File: src/rtl/wk_pkg.sv
// Package: shared constants and the CRC step used by the pattern matchers.
// Assumes CRC-16 (poly 0x8005) processed least significant bit first, which
// is computed in right-shifting form with the reversed polynomial.
package wk_pkg;
    localparam int          CRC_W     = 16;
    localparam logic [15:0] CRC_SEED  = 16'hFFFF;
    localparam logic [15:0] CRC_RPOLY = 16'hA001;

    // Advance the CRC by one byte, bit 0 of the byte first.
    function automatic logic [15:0] crc16_step(input logic [15:0] c, input logic [7:0] d);
        logic [15:0] r;
        r = c;
        for (int b = 0; b < 8; b++) begin
            if (r[0] ^ d[b]) r = (r >> 1) ^ CRC_RPOLY;
            else             r = r >> 1;
        end
        return r;
    endfunction
endpackage

File: src/rtl/wk_magic.sv
// Module: magic-sequence detector. Counts a run of 0xFF sync bytes, then
// tracks address bytes copy by copy; flags a hit on the final address byte.
// Assumes rx_sof/rx_byte are only meaningful while rx_valid is high.
module wk_magic #(
    parameter int ABYTES   = 6,
    parameter int SYNC_LEN = 6,
    parameter int COPIES   = 16
) (
    input  logic                clk,
    input  logic                rst_n,
    input  logic                rx_valid,
    input  logic                rx_sof,
    input  logic [7:0]          rx_byte,
    input  logic [ABYTES*8-1:0] node_addr,
    output logic                magic_hit
);
    localparam int SYW = $clog2(SYNC_LEN + 1);
    localparam int BW  = (ABYTES > 1) ? $clog2(ABYTES) : 1;
    localparam int CW  = (COPIES > 1) ? $clog2(COPIES) : 1;

    logic [SYW-1:0] sync_q, sync_cur, sync_d;
    logic [BW-1:0]  bidx_q, bidx_cur, bidx_d;
    logic [CW-1:0]  copy_q, copy_cur, copy_d;
    logic [7:0]     want;
    logic           is_ff;

    // Select the address byte expected at the current position.
    always_comb begin
        want = '0;
        for (int i = 0; i < ABYTES; i++)
            if (bidx_cur == BW'(i)) want = node_addr[i*8 +: 8];
    end

    // Next-state logic for the sync run and address tracking.
    always_comb begin
        sync_cur  = rx_sof ? '0 : sync_q;
        bidx_cur  = rx_sof ? '0 : bidx_q;
        copy_cur  = rx_sof ? '0 : copy_q;
        is_ff     = (rx_byte == 8'hFF);
        sync_d    = sync_cur;
        bidx_d    = bidx_cur;
        copy_d    = copy_cur;
        magic_hit = 1'b0;
        if (sync_cur != SYW'(SYNC_LEN)) begin
            sync_d = is_ff ? sync_cur + 1'b1 : '0;
        end else if (rx_byte == want) begin
            if (bidx_cur == BW'(ABYTES - 1)) begin
                bidx_d = '0;
                if (copy_cur == CW'(COPIES - 1)) begin
                    magic_hit = rx_valid;
                    copy_d    = '0;
                    sync_d    = '0;
                end else begin
                    copy_d = copy_cur + 1'b1;
                end
            end else begin
                bidx_d = bidx_cur + 1'b1;
            end
        end else if (!(bidx_cur == '0 && copy_cur == '0 && is_ff)) begin
            bidx_d = '0;
            copy_d = '0;
            sync_d = is_ff ? SYW'(1) : '0;
        end
    end

    // Register the search state on every accepted byte.
    always_ff @(posedge clk) begin
        if (!rst_n) begin
            sync_q <= '0;
            bidx_q <= '0;
            copy_q <= '0;
        end else if (rx_valid) begin
            sync_q <= sync_d;
            bidx_q <= bidx_d;
            copy_q <= copy_d;
        end
    end

    assert_sync_bound_R3: assert property (@(posedge clk) disable iff (!rst_n)
        sync_q <= SYW'(SYNC_LEN));
    assert_byte_bound_R2: assert property (@(posedge clk) disable iff (!rst_n)
        bidx_q < BW'(ABYTES));
    assert_hit_rearm_R2: assert property (@(posedge clk) disable iff (!rst_n)
        magic_hit |=> (sync_q == '0 && bidx_q == '0 && copy_q == '0));
endmodule

File: src/rtl/wk_pattern.sv
// Module: one masked-byte pattern matcher. Tracks the frame byte index,
// folds mask-selected bytes into a CRC-16 and compares at frame end.
// Assumes mask, offset and expected CRC are stable during a frame.
module wk_pattern #(
    parameter int OFFW  = 8,
    parameter int MASKB = 64
) (
    input  logic             clk,
    input  logic             rst_n,
    input  logic             rx_valid,
    input  logic             rx_sof,
    input  logic             rx_eof,
    input  logic [7:0]       rx_byte,
    input  logic [OFFW-1:0]  offset,
    input  logic [MASKB-1:0] mask,
    input  logic [15:0]      crc_exp,
    output logic             hit
);
    import wk_pkg::*;
    localparam int RELW = $clog2(MASKB);
    localparam int IDXW = OFFW + RELW + 1;

    logic [IDXW-1:0] idx_q, idx_cur, rel;
    logic            in_win, sel;
    logic [15:0]     crc_q, crc_cur, crc_d;

    // Decide whether the present byte is selected and fold it in.
    always_comb begin
        idx_cur = rx_sof ? '0 : idx_q;
        rel     = idx_cur - IDXW'(offset);
        in_win  = (idx_cur >= IDXW'(offset)) && (rel < IDXW'(MASKB));
        sel     = in_win && mask[rel[RELW-1:0]];
        crc_cur = rx_sof ? CRC_SEED : crc_q;
        crc_d   = sel ? crc16_step(crc_cur, rx_byte) : crc_cur;
        hit     = rx_valid && rx_eof && (|mask) && (crc_d == crc_exp);
    end

    // Hold the running CRC and the saturating byte index.
    always_ff @(posedge clk) begin
        if (!rst_n) begin
            idx_q <= '0;
            crc_q <= CRC_SEED;
        end else if (rx_valid) begin
            crc_q <= crc_d;
            idx_q <= (idx_cur == '1) ? idx_cur : idx_cur + 1'b1;
        end
    end

    assert_sof_reseed_R10: assert property (@(posedge clk) disable iff (!rst_n)
        (rx_valid && rx_sof && !sel) |=> (crc_q == CRC_SEED));
    assert_index_start_R4: assert property (@(posedge clk) disable iff (!rst_n)
        (rx_valid && rx_sof) |=> (idx_q == IDXW'(1)));
endmodule

File: src/rtl/wk_pme.sv
// Module: sticky wake status with cause code. An event sets the status and,
// if none was held or a clear arrives together, loads the new cause.
// Assumes pme_clr is a single-cycle write-one pulse.
module wk_pme #(
    parameter int SRCW = 3
) (
    input  logic            clk,
    input  logic            rst_n,
    input  logic            evt,
    input  logic [SRCW-1:0] evt_code,
    input  logic            pme_clr,
    output logic            pme_status,
    output logic [SRCW-1:0] wake_src
);
    // Update status and cause; an event takes precedence over a clear.
    always_ff @(posedge clk) begin
        if (!rst_n) begin
            pme_status <= 1'b0;
            wake_src   <= '0;
        end else if (evt) begin
            pme_status <= 1'b1;
            if (!pme_status || pme_clr) wake_src <= evt_code;
        end else if (pme_clr) begin
            pme_status <= 1'b0;
            wake_src   <= '0;
        end
    end

    assert_sticky_R8: assert property (@(posedge clk) disable iff (!rst_n)
        (pme_status && !pme_clr) |=> pme_status);
    assert_cause_held_R8: assert property (@(posedge clk) disable iff (!rst_n)
        pme_status |-> (wake_src != '0));
    assert_clear_R8: assert property (@(posedge clk) disable iff (!rst_n)
        (pme_clr && !evt) |=> !pme_status);
endmodule

File: src/rtl/wk_detect.sv
// Module: top of the wake event detector. One magic-sequence detector and
// NPAT pattern matchers feed a priority encoder and the sticky status.
// Assumes configuration is changed only between frames.
module wk_detect #(
    parameter int NPAT   = 4,
    parameter int OFFW   = 8,
    parameter int MASKB  = 64,
    parameter int ABYTES = 6,
    parameter int SRCW   = $clog2(NPAT) + 1
) (
    input  logic                  clk,
    input  logic                  rst_n,
    input  logic                  rx_valid,
    input  logic                  rx_sof,
    input  logic                  rx_eof,
    input  logic [7:0]            rx_byte,
    input  logic [ABYTES*8-1:0]   node_addr,
    input  logic [NPAT*OFFW-1:0]  pat_offset,
    input  logic [NPAT*16-1:0]    pat_crc,
    input  logic [NPAT*MASKB-1:0] pat_mask,
    input  logic                  pme_en,
    input  logic                  pwr_d3,
    input  logic                  pme_clr,
    output logic                  pme_status,
    output logic [SRCW-1:0]       wake_src,
    output logic                  pme_n
);
    localparam int PATW = SRCW - 1;

    logic            magic_hit;
    logic [NPAT-1:0] pat_hit;
    logic            evt;
    logic [SRCW-1:0] evt_code;

    wk_magic #(.ABYTES(ABYTES), .SYNC_LEN(6), .COPIES(16)) u_magic (
        .clk(clk), .rst_n(rst_n), .rx_valid(rx_valid), .rx_sof(rx_sof),
        .rx_byte(rx_byte), .node_addr(node_addr), .magic_hit(magic_hit)
    );

    for (genvar k = 0; k < NPAT; k++) begin : g_pat
        wk_pattern #(.OFFW(OFFW), .MASKB(MASKB)) u_pat (
            .clk(clk), .rst_n(rst_n), .rx_valid(rx_valid), .rx_sof(rx_sof),
            .rx_eof(rx_eof), .rx_byte(rx_byte),
            .offset(pat_offset[k*OFFW +: OFFW]),
            .mask(pat_mask[k*MASKB +: MASKB]),
            .crc_exp(pat_crc[k*16 +: 16]),
            .hit(pat_hit[k])
        );
    end

    // Priority encode: magic first, then the lowest-numbered pattern.
    always_comb begin
        evt_code = '0;
        for (int k = NPAT - 1; k >= 0; k--)
            if (pat_hit[k]) evt_code = {1'b1, PATW'(k)};
        if (magic_hit) evt_code = SRCW'(1);
        evt = magic_hit || (|pat_hit);
    end

    wk_pme #(.SRCW(SRCW)) u_pme (
        .clk(clk), .rst_n(rst_n), .evt(evt), .evt_code(evt_code),
        .pme_clr(pme_clr), .pme_status(pme_status), .wake_src(wake_src)
    );

    // Drive the wake pin only in the deep power state with signalling enabled.
    assign pme_n = !(pme_status && pme_en && pwr_d3);

    assert_pin_gate_R9: assert property (@(posedge clk) disable iff (!rst_n)
        !pme_n |-> (pme_status && pwr_d3 && pme_en));
    assert_event_sets_R2: assert property (@(posedge clk) disable iff (!rst_n)
        evt |=> pme_status);
endmodule

File: config.mk
export PLATFORM = sky130hd
export DESIGN_NAME = wk_detect
export DESIGN_NICKNAME = d
export VERILOG_FILES = /design/src/rtl/wk_pkg.sv /design/src/rtl/wk_magic.sv /design/src/rtl/wk_pattern.sv /design/src/rtl/wk_pme.sv /design/src/rtl/wk_detect.sv
export SDC_FILE = /design/constraint.sdc
export NUM_CORES = 1
export LEC_CHECK = 0
export ABC_AREA = 1
export CAP_MARGIN = 20
export CORE_MARGIN = 1.5
export CORE_UTILIZATION = 50
export CTS_CLUSTER_DIAMETER = 40
export CTS_CLUSTER_SIZE = 10
export DETAILED_ROUTE_END_ITERATION = 16
export PLACE_DENSITY = 0.86
export SYNTH_ARGS = -nofsm -noshare
export SYNTH_HDL_FRONTEND = slang
export SYNTH_SLANG_ARGS = --single-unit
File: constraint.sdc
create_clock -name clk -period 7.8 [get_ports clk]
set_clock_uncertainty 0.2 [all_clocks]
set_input_delay 1.95 -clock clk [delete_from_list [all_inputs] [get_ports clk]]
set_output_delay 1.95 -clock clk [all_outputs]
set_load 0.05 [all_outputs]
==> summary.md <==
| Metric | Value |
|---|---|
| Post-Place Cells | `slightly below 4k` |
| Vias/cell | `5.46` |
| I/O Buffers | `420` |
| First-pass GRT wire length | `97.2 mm` |
| DIE AREA | `34900 sq um` |
| Non-Filler Instances | `3931` |
| Pin count of the biggest net entering global routing | `85` |
| Number of global-route vias before repair | `20.6k` |
| Seq pwr share | `28.8%` |
| Routed WL per cell | `15.0 um` |
| Sw Pwr | `0.000878 W` |
| Worst Tran Pin Value | `0.973 ns` |
| CTS resizes | `0` |
| Final net count | `3927` |
| Clk pwr share | `34.6%` |
| Status | `finished clean` |
| Fmax | `~0.14 GHz` |
| Mapped Nets | `3596` |
| TritonCTS clock tree | `done` |
| Initial DRC count | `1419` |
| Routed vias | `21.5k` |
| Number of synthesis warnings | `0` |
| Hold bufs inserted after CTS | `0` |
| Total CTS buffers | `17` |
| Share of the synthesized area in the top cell type | `22.7%` |
| Setup crit start kind | `input pin` |
| P_int | `0.00170 W` |
| Register bit total from synthesis | `138` |
| Overall Power | `0.00258 W` |
| Die X | `187 um` |
| Synth area leaders | `nand2_1, dfxtp_1, nand3_1, inv_1, nor2_1` |
| Initial Util | `50.6%` |
| CP Capture Type | `flip-flop` |
| Syn-to-layout area delta | `29.2%` |
| VDD IR-drop max | `approximately 0.12 mV` |
| Fraction of layout cells with a size suffix above 1 | `roughly 3.2%` |
| Main synth FF type | `dfxtp_1` |
| Die height | `187 um` |
| Worst rel slew slack | `approximately a third` |
| Clock sinks | `138` |
| MaxCap Viol Count | `0` |
| Routed WL | `59.1 mm` |
| Max Buffers Root-to-Sink | `2` |
| Seq/Total Area, Yosys | `approximately 16%` |
| CP Max Fanout | `23` |
| Pins over their slew limit | `0` |
| Critical path type | `input pin to flip-flop` |
| Dpl hpwl | `45.5 mm` |
| Clock root cell | `clkbuf_16` |
| Worst-skew pair later-pin latency | `about 0.43 ns` |
| Final setup fails | `0` |
| Post-Synthesis Cell Area | `about 17000 sq um` |
| Setup TNS Final | `0 ns` |
| Grt ovf | `0` |
| Most frequent cells after synthesis | `nand2_1, inv_1, nand3_1` |
| Leak | `10.4 nW` |
| Post-route ant nets | `0` |
| Mean Syn Cell Area | `5.39 sq um` |
| PD cells | `between 100 and 150 nW/um^2` |
| I/O pins | `421` |
| CTS clock-pin slew for the worst setup and hold paths | `0.06 ns` |
| Netlist cell types | `between 50 and 60` |
| GPL Wtd Cong | `about 0.96` |
| CTS HTree Levels | `4` |
| Logic pwr share | `approximately 37%` |
| Initial antenna violation count | `3` |
| Switching Fraction | `approximately a third` |
| Cell taking the most area after synthesis | `nand2_1` |
| WP data required | `7.93 ns` |
| Fin. Hold Viols | `0` |
| Hold Crit Class | `flip-flop to flip-flop` |
| Initial DRT Pass Iterations | `5` |
| Worst path slowest cell | `fa_1` |
| Final period utilization | `89.8%` |
| Cell count after synthesis | `roughly 3.1k` |
| GRT Total Usage | `33.0%` |
| RSZ-0062 raised after global routing | `no` |
| Post-synth EDFFs | `0` |
| Period minus WS final | `roughly 7.0 ns` |
| Post-CTS setup buffers | `0` |
| Async SR Flop Fraction | `0%` |
| CP arrival | `just over 7 ns` |
| Most frequent CP cell | `nand2_1` |
| Remaining DRCs | `0` |
| Fin util | `roughly 65%` |
| Count leader, synth | `nand2_1` |
| Max stage delay on crit path | `about 1.1 ns` |
| Rows | `67` |
| Core area | `roughly 33000 sq um` |
==> cells in the final DEF (no fill, tap or decap), types with 3 or more instances in the layout <==
| cell | Yosys | routed |
|---|---|---|
| a22oi_1 | 4 | 4 |
| nor2_4 | 9 | 9 |
| o211ai_1 | 25 | 25 |
| buf_4 | 5 | 17 |
| clkinv_2 | 0 | 3 |
| dfxtp_1 | 138 | 138 |
| inv_1 | 426 | 425 |
| o21ai_1 | 13 | 13 |
| o21bai_1 | 3 | 3 |
| nand3b_1 | 47 | 47 |
| nand2_2 | 12 | 12 |
| xnor2_1 | 23 | 23 |
| nor2_2 | 12 | 12 |
| bufinv_16 | 0 | 4 |
| o22ai_1 | 3 | 3 |
| o21a_1 | 5 | 5 |
| ha_1 | 39 | 39 |
| nor3b_1 | 8 | 8 |
| a21oi_1 | 137 | 137 |
| a21o_1 | 3 | 3 |
| clkbuf_16 | 0 | 17 |
| nand3_2 | 4 | 4 |
| nor3_1 | 31 | 31 |
| nand3_1 | 400 | 400 |
| clkinv_1 | 8 | 7 |
| nor2_1 | 303 | 303 |
| clkdlybuf4s50_1 | 0 | 418 |
| fa_1 | 4 | 4 |
| clkinvlp_4 | 0 | 3 |
| a211oi_1 | 5 | 5 |
| clkinv_4 | 0 | 4 |
| a31oi_1 | 9 | 9 |
| nand4_1 | 38 | 38 |
| xor2_1 | 77 | 77 |
| o21ai_0 | 102 | 102 |
| nor4_1 | 67 | 67 |
| nand2_1 | 1022 | 1022 |
| inv_2 | 9 | 9 |
==> layer usage <==
metal	track usage [%]	routed length [um]	vias to the layer above
li1	-	-	10800
met1	39.7	24300	9686
met2	57.4	28100	864
met3	5.87	4340	146
met4	14.9	2340	2
met5	0	11	-
==> power groups by stage <==
stage | Clock (W) | Sequential [W] | Combinational, W
after floorplan | 0 | 0.000757 | 0.000558
after global placement | 0 | 0.000758 | 0.000917
after detailed placement | 0 | 0.000759 | 0.000928
after CTS | 0.000899 | 0.000743 | 0.000935
after global routing | 0.000928 | 0.000746 | 0.00105
final | 0.000892 | 0.000744 | 0.000944
==> through the flow <==
stage | area, sq um | hold slack [ns] | worst slack (ns)
2_1_floorplan | 16900 | 0.241 | 0.988
3_3_place_gp | 21200 | 0.249 | 0.612
3_5_place_dp | 21200 | 0.253 | 0.483
4_1_cts | 21800 | 0.271 | 0.897
5_1_grt | 21800 | 0.293 | 0.269
6_report | 21800 | 0.265 | 0.796
==> cell type report <==
class                      count  area (sq um)
timing repair buffer         436          4320
clock inverter                13           191
antenna                        2          5.00
tap                          448           561
sequential                   138          2760
fill                        3120         11500
multi-input combinational   2431         11900
inverter                     444          1670
clock buffer                  19           453
==> cells by family (layout without fill, tap and decap cells) <==
family                     count (synthesis)  in the layout  synth area share, %
AOI/OAI and AO/OA                        320            320                 10.5
xor gates and xnor gates                 102            102                 5.38
buffers and inverters                    568            912                 13.5
DFF                                      138            138                 16.3
and+or+nand+nor                         1966           1966                 51.0
adders and majority gates                 43             43                 3.36
other                                      0              2                    0
==> worst max-delay path: cells and delay by family <==
kind                       cells  cell delay, ns
and+or+nand+nor               24            3.03
adders and majority gates      2            1.29
buffers and inverters          3            0.75
AOI/OAI and AO/OA              1            0.10
==> flip-flops by register name, indices dropped and copies added (netlist names) <==
signal and cells:
u_pme.pme_status 1, u_magic.bidx_q 3, u_magic.sync_q 3, g_pat.u_pat.crc_q 64, u_magic.copy_q 4, g_pat.u_pat.idx_q 60, u_pme.wake_src 3
==> path summary, 6_finish.rpt <==
| kind | from | to | slack (ns) | cells past startpoint |
|---|---|---|---|---|
| max | rx_sof | u_pme.wake_src[0] | 0.80 | 30 |
| min | g_pat[1].u_pat.idx_q[1] | g_pat[1].u_pat.idx_q[1] | 0.27 | 2 |
| max reg2reg | g_pat[3].u_pat.idx_q[0] | u_pme.wake_src[0] | 2.22 | 30 |
| min reg2reg | g_pat[1].u_pat.idx_q[1] | g_pat[1].u_pat.idx_q[1] | 0.27 | 2 |
No activity file was read; power rests on OpenSTA's default activity.
